**src/rtl/pstb_pkg.sv**
```systemverilog
package pstb_pkg;

   typedef enum logic {
      ADDR_DATA = 1'b0,
      ADDR_CTRL = 1'b1
   } pstb_addr_e;

   localparam int CTL_STB_EN_BIT  = 7;
   localparam int CTL_BUSY_EN_BIT = 6;

   localparam logic [7:0] CTRL_WR_MASK   = 8'hC0;
   localparam logic [7:0] CTRL_ONES_MASK = 8'h03;
   localparam logic [7:0] CTRL_RST_VAL   = 8'h00;

endpackage

```
**src/rtl/pstb_data_reg.sv**
```systemverilog
module pstb_data_reg #(
   parameter int W = 8
) (
   input  logic         clk,
   input  logic         rst_n,
   input  logic         wr_req,
   input  logic [W-1:0] wdata,
   output logic [W-1:0] q
);

   if (W < 1) begin : g_bad_w
      $error("pstb_data_reg: W must be at least 1");
   end

   always_ff @(posedge clk or negedge rst_n) begin
      if (!rst_n)      q <= '0;
      else if (wr_req) q <= wdata;
   end

endmodule

```
**src/rtl/pstb_ctrl_reg.sv**
```systemverilog
module pstb_ctrl_reg #(
   parameter int             W         = 8,
   parameter logic [W-1:0]   WR_MASK   = '0,
   parameter logic [W-1:0]   ONES_MASK = '0,
   parameter logic [W-1:0]   RST_VAL   = '0
) (
   input  logic         clk,
   input  logic         rst_n,
   input  logic         wr_req,
   input  logic [W-1:0] wdata,
   output logic [W-1:0] q
);

   if ((WR_MASK & ONES_MASK) != '0) begin : g_bad_mask
      $error("pstb_ctrl_reg: a bit cannot be both writable and fixed at one");
   end

   for (genvar b = 0; b < W; b++) begin : g_bit
      if (ONES_MASK[b]) begin : g_one
         assign q[b] = 1'b1;
      end else if (WR_MASK[b]) begin : g_ff
         logic bit_q;
         always_ff @(posedge clk or negedge rst_n) begin
            if (!rst_n)      bit_q <= RST_VAL[b];
            else if (wr_req) bit_q <= wdata[b];
         end
         assign q[b] = bit_q;
      end else begin : g_zero
         assign q[b] = 1'b0;
      end
   end

endmodule

```
**src/rtl/pstb_sequencer.sv**
```systemverilog
module pstb_sequencer #(
   parameter int DELAY  = 7,
   parameter int WIDTH  = 8,
   parameter int WINDOW = 15
) (
   input  logic clk,
   input  logic rst_n,
   input  logic trig_req,
   input  logic enable,
   input  logic busy_en,
   output logic strobe_n,
   output logic busy
);

   localparam int CW = $clog2(WINDOW + 1);
   localparam logic [CW-1:0] LOW_FIRST = CW'(DELAY + 1);
   localparam logic [CW-1:0] LOW_LAST  = CW'(DELAY + WIDTH);
   localparam logic [CW-1:0] WIN_END   = CW'(WINDOW);
   localparam logic [CW-1:0] AFTER_LOW = (DELAY + WIDTH == WINDOW) ? '0 : CW'(DELAY + WIDTH + 1);

   if (DELAY < 1) begin : g_bad_delay
      $error("pstb_sequencer: DELAY must be at least 1");
   end
   if (WIDTH < 1) begin : g_bad_width
      $error("pstb_sequencer: WIDTH must be at least 1");
   end
   if (WINDOW < DELAY + WIDTH) begin : g_bad_window
      $error("pstb_sequencer: WINDOW must cover DELAY + WIDTH");
   end

   // cnt_q is k+1 after edge k of a sequence; 0 means idle
   logic [CW-1:0] cnt_q, cnt_d;
   logic          active, in_low;

   assign active = (cnt_q != '0);

   always_comb begin
      cnt_d = cnt_q;
      if (!active) begin
         if (trig_req && enable) cnt_d = CW'(1);
      end else if (cnt_q == WIN_END) begin
         cnt_d = '0;
      end else begin
         cnt_d = cnt_q + 1'b1;
      end
   end

   always_ff @(posedge clk or negedge rst_n) begin
      if (!rst_n) cnt_q <= '0;
      else        cnt_q <= cnt_d;
   end

   assign in_low   = active && (cnt_q >= LOW_FIRST) && (cnt_q <= LOW_LAST);
   assign strobe_n = !(in_low && enable);
   assign busy     = busy_en && active && (cnt_q <= LOW_LAST);

   AST_FALL_AT_DELAY: assert property (@(posedge clk) disable iff (!rst_n)
      $fell(strobe_n) && $past(enable) |-> cnt_q == LOW_FIRST);
   AST_RISE_AFTER_WIDTH: assert property (@(posedge clk) disable iff (!rst_n)
      $rose(strobe_n) && enable |-> cnt_q == AFTER_LOW);
   AST_NO_RESTART: assert property (@(posedge clk) disable iff (!rst_n)
      trig_req && active |=> cnt_q != CW'(1));
   AST_DISABLED_IDLE: assert property (@(posedge clk) disable iff (!rst_n)
      !active && !enable |=> !active && strobe_n);
   AST_BUSY_GATED: assert property (@(posedge clk) disable iff (!rst_n)
      !busy_en |-> !busy);

endmodule

```
**src/rtl/strobe_port_ctrl.sv**
```systemverilog
module strobe_port_ctrl #(
   parameter int DATA_W      = 8,
   parameter int STB_DELAY   = 7,
   parameter int STB_WIDTH   = 8,
   parameter int LOCK_WINDOW = 15
) (
   input  logic              clk,
   input  logic              rst_n,
   input  logic              reg_addr,
   input  logic              rd_en,
   input  logic              wr_en,
   input  logic [DATA_W-1:0] wdata,
   output logic [DATA_W-1:0] rdata,
   output logic              strobe_n,
   output logic              busy
);
   import pstb_pkg::*;

   localparam logic [DATA_W-1:0] WR_MASK   = DATA_W'(CTRL_WR_MASK);
   localparam logic [DATA_W-1:0] ONES_MASK = DATA_W'(CTRL_ONES_MASK);
   localparam logic [DATA_W-1:0] RST_VAL   = DATA_W'(CTRL_RST_VAL);

   if (DATA_W < 8) begin : g_bad_dw
      $error("strobe_port_ctrl: DATA_W must hold the control bits");
   end

   logic              sel_data, sel_ctrl, data_access;
   logic [DATA_W-1:0] data_q, ctrl_q;

   assign sel_data    = (reg_addr == ADDR_DATA);
   assign sel_ctrl    = (reg_addr == ADDR_CTRL);
   assign data_access = sel_data && (rd_en || wr_en);

   pstb_data_reg #(.W(DATA_W)) u_data (
      .clk    (clk),
      .rst_n  (rst_n),
      .wr_req (wr_en && sel_data),
      .wdata  (wdata),
      .q      (data_q)
   );

   pstb_ctrl_reg #(
      .W         (DATA_W),
      .WR_MASK   (WR_MASK),
      .ONES_MASK (ONES_MASK),
      .RST_VAL   (RST_VAL)
   ) u_ctrl (
      .clk    (clk),
      .rst_n  (rst_n),
      .wr_req (wr_en && sel_ctrl),
      .wdata  (wdata),
      .q      (ctrl_q)
   );

   pstb_sequencer #(
      .DELAY  (STB_DELAY),
      .WIDTH  (STB_WIDTH),
      .WINDOW (LOCK_WINDOW)
   ) u_seq (
      .clk      (clk),
      .rst_n    (rst_n),
      .trig_req (data_access),
      .enable   (ctrl_q[CTL_STB_EN_BIT]),
      .busy_en  (ctrl_q[CTL_BUSY_EN_BIT]),
      .strobe_n (strobe_n),
      .busy     (busy)
   );

   assign rdata = sel_ctrl ? ctrl_q : data_q;

   AST_RSVD_READ_ONE: assert property (@(posedge clk) disable iff (!rst_n)
      sel_ctrl |-> rdata[1:0] == 2'b11);
   AST_DATA_STORED: assert property (@(posedge clk) disable iff (!rst_n)
      wr_en && sel_data |=> sel_ctrl || rdata == $past(wdata));
   AST_CTRL_NO_TRIGGER: assert property (@(posedge clk) disable iff (!rst_n)
      sel_ctrl && strobe_n && !busy && !ctrl_q[CTL_STB_EN_BIT] |=> strobe_n);

endmodule

```
**config.mk**
```make
export PLATFORM = sky130hd
export DESIGN_NAME = strobe_port_ctrl
export DESIGN_NICKNAME = d
export VERILOG_FILES = /design/src/rtl/pstb_pkg.sv /design/src/rtl/pstb_data_reg.sv /design/src/rtl/pstb_ctrl_reg.sv /design/src/rtl/pstb_sequencer.sv /design/src/rtl/strobe_port_ctrl.sv
export SDC_FILE = /design/constraint.sdc
export NUM_CORES = 1
export LEC_CHECK = 0
export CORE_AREA = 8 8 45 47
export CTS_BUF_LIST = sky130_fd_sc_hd__clkbuf_16
export CTS_CLUSTER_SIZE = 24
export DETAILED_ROUTE_END_ITERATION = 10
export DIE_AREA = 0 0 53 55
export DONT_BUFFER_PORTS = 1
export GPL_ROUTABILITY_DRIVEN = 1
export PLACE_DENSITY_LB_ADDON = 0.1
export REMOVE_ABC_BUFFERS = 1
export SYNTH_ARGS = -nofsm -noshare
export SYNTH_HDL_FRONTEND = slang
export SYNTH_SLANG_ARGS = --single-unit
```
**constraint.sdc**
```tcl
create_clock -name clk -period 2.55 [get_ports clk]
set_input_delay 0.1275 -clock clk [delete_from_list [all_inputs] [get_ports clk]]
set_output_delay 0.1275 -clock clk [all_outputs]
set_load 0.01 [all_outputs]
```
==> results by group, run 1 <==
Status
  – Status: completed

STA
  – Slew margin rel.: 0.564
  – Slew Viols, Final: 0
  – Fmax: 626 MHz
  – Min Tclk post-route: 1.60 ns
  – Hold Vio Cnt, Final: 0
  – Tcrit/Tclk final: 0.627
  – RSZ-0062 raised after global routing: no
  – # setup viols final: 0
  – Layout Skew: 0.00204 ns
  – Slew @ Worst Pin: 0.653 ns
  – Setup tns final: 0 ns

Finish
  – Filler instances: 123
  – Area Growth Syn to Fin: 14.5%
  – Antenna Cells: 0
  – Layout Nets: 75
  – Footprint of the multi-input gates: 305 um2
  – Finished Layout Cells: 75
  – Seq. cell area: 350 um2
  – Layout cells sized above 1: 0.305

CTS
  – Num CTS Buffers: 3
  – Setup Buffers After CTS: 0
  – Clock transition at path regs: 0.05 ns
  – Clock sink count: 14
  – Worst-Skew Late Latency: 0.24 ns
  – H-tree levels: 1
  – Root Buffer: clkbuf_16
  – CTS tree: yes
  – Longest Clk Path Bufs: 2

Global route
  – Number of global-route vias before repair: 557
  – Total grt overflow: 0
  – Largest net degree at the start of global routing: 15
  – First-pass GRT wire length: 2460 um
  – Total GRT Usage: 0.118
  – Antenna violations before repair: 0

Critical path
  – Crit path DAT: 1.72 ns
  – Kind of critical path: reg -> reg
  – Reg2reg setup slack: 0.95 ns
  – Worst r2r path cells: 5
  – Nature of the critical path endpoint: flop
  – Worst r2r src: u_seq.cnt_q[0]
  – Reg2reg end: u_seq.cnt_q[1]
  – Startpoint type of the worst setup path: flop
  – CP max FO: 6
  – Req. time, crit path: 2.67 ns

Floorplan
  – Die Span Y: 55 um
  – Rows: 14
  – Initial core utilization: 0.492
  – Full die area: 0.00292 mm2
  – Ports: 23
  – Die X: 53 um
  – Core ar.: 0.00138 mm2

Pwr
  – Sw frac: 0.291
  – NetSw: 247 uW
  – Logic pwr share: 0.268
  – Power Dens Cells: 1090 mW/mm2
  – Internal cell power: 601 uW
  – Leakage: 0.000339 uW
  – Clk pwr share: 0.345
  – Max VDD drop: 0.503 mV
  – Sequential Power Share: 0.387

Logic synthesis
  – Simple-gate share of the synthesized area: 0.107
  – Post-Synth Adder-Cell Area: 0.0368
  – Post-Synth XOR/XNOR Area: 0
  – Mean area per synthesized cell: 12.2 um2
  – FF+latch count, synth: 14
  – Yosys top cell area share: 0.515
  – Post-synthesis sequential area ratio: 0.515
  – Post-Syn Area: 681 um2
  – Top cells by area, synth: dfrtp_1, mux2_2, nor2b_1
  – Cells after Synth: 56
  – Unique cell type count in the Yosys netlist: 18
  – Largest area contributor in the netlist: dfrtp_1
  – Compound-gate portion of the synthesized area: 0.0846
  – Multiplexer share of the synthesized area: 0.221
  – Largest family of logic cells by synthesized area: multiplexers
  – Ys Warns: 0

Place
  – Routability cong.: 0.655
  – Placed cell count: 70
  – IO Port Bufs: 0

Route
  – Total number of vias: 439
  – Initial DRC count: 2
  – Pre-Repair DR Iteration Count: 4
  – Vias per inst: 5.85
  – Post-detailed-route count of antenna-violating nets: 0
  – Final WL: 1480 um
  – DR WL/cell: 19.7 um
  – DRC viols: 0

Min path
  – Hold Startpoint: wdata[4]
  – Tightest Hold Check Type: in -> reg
  – Hold Crit Endpoint: u_data.q[4]
  – Worst hold stages: 1

Run
  – Max Cap Viol: 0
-- through the flow --
step | power, uW | utilization | instance area [um2] | setup WS, ns | hold slack, ns
floorplan | 501 | - | 671 | 1.08 | -0.168
global placement | 529 | 0.499 | 691 | 1.06 | -0.168
detailed placement | 553 | 0.499 | 691 | 0.952 | -0.167
CTS | 857 | 0.563 | 779 | 0.942 | 0.0337
global route | 899 | 0.563 | 779 | 0.838 | 0.0333
finish | 847 | 0.563 | 779 | 0.952 | 0.0352
-- worst max-delay path by stage --
stage | start | endpoint | slack [ns] | cells after the start
after global routing | u_seq.cnt_q[0] | u_seq.cnt_q[1] | 0.84 | 5
final | u_seq.cnt_q[0] | u_seq.cnt_q[1] | 0.95 | 5
after floorplan | u_seq.cnt_q[0] | u_seq.cnt_q[1] | 1.08 | 5
after global placement | u_seq.cnt_q[0] | u_seq.cnt_q[1] | 1.06 | 5
after CTS | u_seq.cnt_q[0] | u_seq.cnt_q[1] | 0.94 | 5
after detailed placement | u_seq.cnt_q[0] | u_seq.cnt_q[1] | 0.95 | 5
-- cell families after synthesis --
family	count (synthesis)
simple gates	13
compound gates	8
fa+ha+maj	2
buf+inv	6
flops	14
mux	13
-- metal layers --
layer | global-route usage | vias up | routed length (um)
met4 | 0.0862 | 0 | 40
li1 | - | 200 | -
met5 | 0 | - | 0
met1 | 0.0853 | 217 | 459
met2 | 0.213 | 17 | 802
met3 | 0.0802 | 5 | 177
-- power groups by stage --
stage	clock [uW]	combinational (uW)	sequential (uW)
after floorplan	0	184	317
after global placement	0	203	326
after detailed placement	0	223	331
after CTS	297	232	328
after global routing	308	254	337
final	292	227	328
-- layout by cell type (no fill, tap or decap) --
cell            n
dfrtp_1        14
nor2b_1         5
or2_0           1
nand2b_1        1
o41ai_1         1
inv_1           4
clkbuf_16       3
a311o_1         1
ha_1            2
o221a_1         1
o21a_1          1
clkinv_1        1
mux2_2         12
nand2_1         3
mux2_4          1
dlygate4sd3_1   1
a21oi_1         2
nand3_1         1
o21ai_0         2
or2_2           2
-- flip-flops by register name (all words and copies together) (netlist names) --
register,cells
u_ctrl.g_bit.g_ff.bit_q,2
u_data.q,8
u_seq.cnt_q,4
-- final cells by class --
cell class	count	area share
inverter	4	0.0193
timing repair buffer	1	0.0128
sequential	14	0.449
multi-input combinational	36	0.392
tap	16	0.0257
clock inverter	1	0.00482
clock buffer	3	0.0963
-- Yosys cell counts --
| cell type | number |
|---|---|
| dfrtp_1 | 14 |
| a21oi_1 | 2 |
| ha_1 | 2 |
| o21ai_0 | 2 |
| o221a_1 | 1 |
| nand2_1 | 3 |
| or2_0 | 1 |
| o21a_1 | 1 |
| a311o_1 | 1 |
| nand3_1 | 1 |
| buf_2 | 2 |
| inv_1 | 4 |
| nand2b_1 | 1 |
| mux2_4 | 1 |
| nor2b_1 | 5 |
| or2_2 | 2 |
| mux2_2 | 12 |
| o41ai_1 | 1 |
-- worst max-delay path, stage by stage, from the launching register on --
cell,delay (ns)
dfrtp_1,0.42
inv_1,0.10
ha_1,0.16
nand2b_1,0.11
a311o_1,0.38
mux2_4,0.31
-- what timing repair did --
action                                 4_1_cts  5_1_grt
gates resized for setup                      0        0
hold buffers                                 1        0
endpoints found under the hold margin       14        0
(Power assumes the default switching activity.)
==> inputs of run 2 (changes only) <==
- CORE_AREA: 8 8 45 47 -> not set
- CORE_MARGIN: not set -> 8
- CORE_UTILIZATION: not set -> 52
- DIE_AREA: 0 0 53 55 -> not set
- clock period: 2.55 -> 1.3 ns (I/O delays scaled with it)
==> results by group, run 2 (same netlist as run 1, synthesis figures left out) <==
Critical path
  – Critical path, cell by cell: inv_2 -> ha_4 -> nand2b_1 -> a311o_1 -> mux2_4
  – Worst r2r path cells: 5 (unchanged)
  – Reg2reg end: u_seq.cnt_q[1]
  – Startpoint type of the worst setup path: flop
  – Worst r2r src: u_seq.cnt_q[0]
  – CP max FO: 2 (-4)
  – Crit-path slowest cell: dfrtp_1
  – WP buf/inv: 1 (unchanged)
  – Crit path DAT: 1.54 ns (-0.18 ns)
  – Req. time, crit path: 1.42 ns (-1.25 ns)
  – Nature of the critical path endpoint: flop
  – Kind of critical path: reg -> reg
  – Worst path top cell family by delay: flip-flops
  – Reg2reg setup slack: -0.12 ns (-1.07 ns)
  – Critical Path Max Stage Delay: 0.39 ns (-0.03 ns)

STA
  – Tcrit/Tclk final: 1.09 (+0.466)
  – Slew @ Worst Pin: 0.647 ns (-0.00595 ns)
  – Slew Viols, Final: 0 (unchanged)
  – Final setup margin: -0.121 ns (-1.07 ns)
  – Slew margin rel.: 0.568 (+0.00344)
  – Layout Skew: 0.00144 ns (-0.000602 ns)
  – Fmax: 704 MHz (+12%)
  – # setup viols final: 3 (+3)
  – Hold Vio Cnt, Final: 0 (unchanged)
  – RSZ-0062 raised after global routing: yes
  – Min Tclk post-route: 1.42 ns (-0.177 ns)

Pwr
  – Power Dens Cells: 2110 mW/mm2 (+94%)
  – Internal cell power: 1440 uW (+140%)
  – NetSw: 626 uW (+150%)
  – Logic pwr share: 0.427 (+0.159)
  – Sw frac: 0.302 (+0.0114)
  – Clk pwr share: 0.272 (-0.073)
  – Max VDD drop: 1.16 mV (+130%)
  – Leakage: 0.000430 uW (+27%)
  – Sequential Power Share: 0.301 (-0.086)

Global route
  – Total grt overflow: 0 (unchanged)
  – Number of global-route vias before repair: 572 (+2.7%)
  – Largest net degree at the start of global routing: 15 (unchanged)
  – Total GRT Usage: 0.141 (+0.0228)
  – Antenna violations before repair: 0 (unchanged)
  – First-pass GRT wire length: 2800 um (+14%)

Finish
  – Finished Layout Cells: 94 (+25%)
  – Antenna Cells: 0 (unchanged)
  – Layout cells sized above 1: 0.456 (+0.151)
  – Utilization after layout: 0.773 (+0.210)
  – Top reg by flops: u_data.q
  – Area Growth Syn to Fin: 44.1%
  – Regs by FF count: u_data.q (8), u_seq.cnt_q (4), u_ctrl.g_bit.g_ff.bit_q (2)
  – Commonest non-fill, non-tap cell in the layout: dfrtp_1
  – Largest register FFs: 8 (unchanged)
  – Layout Nets: 95 (+27%)
  – Most frequent cells in the layout: dfrtp_1, mux2_2, buf_4

Min path
  – Hold Startpoint: reg_addr
  – Tightest Hold Check Type: in -> reg
  – Worst hold stages: 2 (+1)
  – Hold Crit Endpoint: u_ctrl.g_bit[6].g_ff.bit_q

CTS
  – CTS tree: yes
  – Root Buffer: clkbuf_16
  – H-tree levels: 1 (unchanged)
  – Longest Clk Path Bufs: 2 (unchanged)
  – Clock sink count: 14 (unchanged)
  – Num CTS Buffers: 3 (unchanged)
  – Worst-Skew Late Latency: 0.24 ns (about the same)
  – Clock transition at path regs: 0.04 ns (about the same)

Route
  – Pre-Repair DR Iteration Count: 4 (unchanged)
  – Final WL: 1820 um (+23%)
  – Total number of vias: 519 (+18%)
  – DR WL/cell: 19.3 um (-2.1%)
  – Vias per inst: 5.52 (-5.7%)
  – DRC viols: 0 (unchanged)
  – Post-detailed-route count of antenna-violating nets: 0 (unchanged)
  – Initial DRC count: 28 (+26)

Status
  – Failing checks: setup timing
  – Status: complete, but fails checks

Floorplan
  – Full die area: 0.00272 mm2 (-6.6%)
  – Core ar.: 0.00127 mm2 (-8.3%)
  – Initial core utilization: 0.536 (+0.0446)
  – Die X: 52.2 um (-1.5%)
  – Rows: 13 (-1)
  – Ports: 23 (unchanged)
  – Die Span Y: 52.2 um (-5.1%)

Place
  – Routability cong.: 0.736 (+13%)
  – Placed cell count: 76 (+8.6%)
  – IO Port Bufs: 0 (unchanged)

Run
  – Max Cap Viol: 0 (unchanged)
==> run 2: worst max-delay path by stage <==
stage,end,slack (ns),cells after the start,start
floorplan,u_seq.cnt_q[1],-0.17,5,u_seq.cnt_q[0]
global placement,u_seq.cnt_q[1],-0.11,5,u_seq.cnt_q[0]
detailed placement,u_seq.cnt_q[1],-0.16,5,u_seq.cnt_q[1]
CTS,u_seq.cnt_q[1],-0.09,5,u_seq.cnt_q[1]
global route,u_seq.cnt_q[1],-0.14,5,u_seq.cnt_q[0]
finish,u_seq.cnt_q[1],-0.12,5,u_seq.cnt_q[0]
==> run 2: timing repair <==
item | in CTS | in global routing
pin swaps | 1 | 0
hold endpoints to repair | 24 | 0
hold buffers | 9 | 0
setup buffers | 3 | 2
gates resized for setup | 6 | 3
endpoints found under the setup margin | 3 | 4
==> run 2: worst register-to-register path: cells and delay by family, from the launching register on <==
family                     cells  cell delay (ns)
and+or+nand+nor                1             0.07
adders and majority gates      1             0.13
muxes                          1             0.31
AOI/OAI and AO/OA              1             0.32
DFF                            1             0.39
buffers and inverters          1             0.09
==> run 2: power by group through the flow <==
stage               Combinational [uW]  Clock (uW)  Sequential [uW]
finish                             885         563              624
global route                       962         603              633
global placement                   571           0              610
CTS                                774         577              617
detailed placement                 625           0              617
floorplan                          360           0              622
==> run 2: area by class of cell <==
class | count | area [um2]
flip-flops and latches | 14 | 350
multi-input cells | 36 | 338
fillers | 74 | 288
repair buffers | 21 | 180
clock buffers | 3 | 75.1
well taps | 15 | 18.8
inverters | 4 | 15.0
clock inverters | 1 | 3.75
==> run 2: metal layers <==
layer | routed length (um) | track usage
met4 | 22 | 0.0431
met3 | 75 | 0.0597
met1 | 651 | 0.131
met5 | 0 | 0
met2 | 1070 | 0.268
==> run 2: stage by stage <==
step                      setup WS [ns]  total power, uW  TNS [ns]  cell area (um2)  hold WS (ns)
after floorplan                  -0.171              982    -0.283              671        -0.231
after global placement           -0.107             1180    -0.176              742        -0.230
after detailed placement         -0.156             1240    -0.263              742        -0.230
after CTS                       -0.0884             1970    -0.125              952        0.0822
after global routing             -0.135             2200    -0.295              981        0.0959
final                            -0.121             2070    -0.224              981        0.0883
==> inputs of run 3 (changes only) <==
- CORE_UTILIZATION: 52 -> 35
- clock period: 1.3 -> 1.7 ns (I/O delays scaled with it)
==> results by group, run 3 (same netlist as run 1, synthesis figures left out) <==
Status
  – Status: completed

Finish
  – Regs by FF count: u_data.q (8), u_seq.cnt_q (4), u_ctrl.g_bit.g_ff.bit_q (2)
  – Commonest non-fill, non-tap cell in the layout: dfrtp_1
  – Largest register FFs: 8 (unchanged)
  – Most frequent cells in the layout: dfrtp_1, mux2_2, dlygate4sd3_1
  – Layout Nets: 84 (-12%)
  – Antenna Cells: 0 (unchanged)
  – Area Growth Syn to Fin: 28.9%
  – Layout cells sized above 1: 0.284 (-0.172)
  – Top reg by flops: u_data.q

Global route
  – First-pass GRT wire length: 2280 um (-19%)
  – Antenna violations before repair: 0 (unchanged)
  – Number of global-route vias before repair: 510 (-11%)
  – Total GRT Usage: 0.0872 (-0.0535)
  – Largest net degree at the start of global routing: 15 (unchanged)
  – Total grt overflow: 0 (unchanged)

Place
  – Routability cong.: 0.700 (-4.9%)
  – IO Port Bufs: 0 (unchanged)

Route
  – Met3 routed WL: 136 um (+81%)
  – Max Used Layer: met4
  – DRC viols: 0 (unchanged)
  – Initial DRC count: 4 (-86%)
  – Vias per inst: 4.96 (-10%)
  – Pre-Repair DR Iteration Count: 4 (unchanged)
  – Final WL: 1440 um (-21%)
  – WL met1: 613 um (-5.8%)
  – Met2 WL: 658 um (-38%)
  – Post-detailed-route count of antenna-violating nets: 0 (unchanged)
  – DR WL/cell: 15.3 um (-21%)
  – Total number of vias: 466 (-10%)

Critical path
  – Startpoint type of the worst setup path: flop
  – Reg2reg setup slack: 0.12 ns (+0.25 ns)
  – Req. time, crit path: 1.83 ns (+0.41 ns)
  – Worst r2r path cells: 5 (unchanged)
  – CP max FO: 6 (+4)
  – Kind of critical path: reg -> reg
  – Crit-path slowest cell: dfrtp_1
  – Nature of the critical path endpoint: flop
  – Crit path DAT: 1.70 ns (+0.16 ns)
  – Critical Path Max Stage Delay: 0.42 ns (+0.03 ns)
  – Reg2reg end: u_seq.cnt_q[1]
  – WP buf/inv: 1 (unchanged)
  – Worst r2r src: u_seq.cnt_q[0]
  – Worst path top cell family by delay: flip-flops
  – Critical path, cell by cell: inv_1 -> ha_1 -> nand2b_1 -> a311o_1 -> mux2_4

Pwr
  – Design Power: 1280 uW (-38%)
  – Power Dens Cells: 1460 mW/mm2 (-31%)
  – Max VDD drop: 0.602 mV (-48%)
  – Leakage: 0.000376 uW (-12%)

CTS
  – Worst-Skew Late Latency: 0.24 ns (about the same)
  – Resized Gates After CTS: 0 (-6)
  – Num CTS Buffers: 3 (unchanged)
  – Root Buffer: clkbuf_16
  – Longest Clk Path Bufs: 2 (unchanged)
  – CTS tree: yes
  – Clock sink count: 14 (unchanged)
  – H-tree levels: 1 (unchanged)
  – Clock transition at path regs: 0.05 ns (about the same)

STA
  – Min Tclk post-route: 1.58 ns (+0.154 ns)
  – Slew @ Worst Pin: 0.659 ns (+0.0124 ns)
  – Tcrit/Tclk final: 0.927 (-0.166)
  – Slew margin rel.: 0.559 (-0.00827)
  – # setup viols final: 0 (-3)
  – Hold Vio Cnt, Final: 0 (unchanged)
  – Fmax: 635 MHz (-9.8%)
  – Slew Viols, Final: 0 (unchanged)
  – RSZ-0062 raised after global routing: no
  – Setup tns final: 0 ns (+0.224 ns)
  – Layout Skew: 0.00260 ns (+0.00116 ns)

Floorplan
  – Initial core utilization: 0.358 (-0.179)
  – Rows: 16 (+3)
  – Ports: 23 (unchanged)
  – Die X: 60.1 um (+15%)
  – Core ar.: 0.00190 mm2 (+50%)
  – Die Span Y: 60.1 um (+15%)
  – Full die area: 0.00361 mm2 (+33%)

Min path
  – Worst hold stages: 2 (unchanged)
  – Hold Startpoint: reg_addr
  – Hold Crit Endpoint: u_ctrl.g_bit[6].g_ff.bit_q
  – Tightest Hold Check Type: in -> reg

Run
  – Max Cap Viol: 0 (unchanged)
==> run 3: layout make-up <==
cell class	instances	area, um2
Fill cell	187	1020
Sequential cell	14	350
Multi-Input combinational cell	36	305
Timing Repair Buffer	10	97.6
Clock buffer	3	75.1
Tap cell	27	33.8
Inverter	4	15.0
==> run 3: how the worst max path moves through the flow <==
stage | cells past startpoint | to | start | slack [ns]
detailed placement | 5 | u_seq.cnt_q[1] | u_seq.cnt_q[0] | 0.15
floorplan | 5 | u_seq.cnt_q[1] | u_seq.cnt_q[0] | 0.23
finish | 5 | u_seq.cnt_q[1] | u_seq.cnt_q[0] | 0.12
global route | 5 | u_seq.cnt_q[1] | u_seq.cnt_q[0] | 0.05
CTS | 5 | u_seq.cnt_q[1] | u_seq.cnt_q[0] | 0.14
global placement | 5 | u_seq.cnt_q[1] | u_seq.cnt_q[0] | 0.17
==> run 3: routing by layer <==
metal | track usage | up-vias
li1 | - | 214
met4 | 0.0510 | 0
met1 | 0.100 | 229
met5 | 0 | -
met2 | 0.131 | 21
met3 | 0.0366 | 2
==> run 3: stage by stage <==
stage	instances	hold WS (ns)	cell area, um2	utilization	worst slack (ns)
2_1_floorplan	54	-0.211	671	-	0.229
3_3_place_gp	82	-0.210	712	0.374	0.170
3_5_place_dp	82	-0.210	712	0.374	0.148
4_1_cts	94	0.108	877	0.461	0.139
5_1_grt	94	0.128	877	0.461	0.0456
6_report	94	0.109	877	0.461	0.124
==> run 3: worst reg2reg max path, delay by kind of cell, from the launching register on <==
kind	cells	cell delay [ns]
AOI/OAI and AO/OA	1	0.38
adders and majority gates	1	0.15
DFF	1	0.42
and+or+nand+nor	1	0.11
muxes	1	0.30
buffers and inverters	1	0.10
==> run 3: timing repair <==
item / CTS / global route
setup buffers: 0 / 0
hold buffers: 9 / 0
endpoints found under the hold margin: 24 / 0
==> run 3: report_power, final <==
part | internal (uW) | switching, uW
sequential | 420 | 71.6
clock | 308 | 133
combinational | 183 | 162
total | 911 | 367
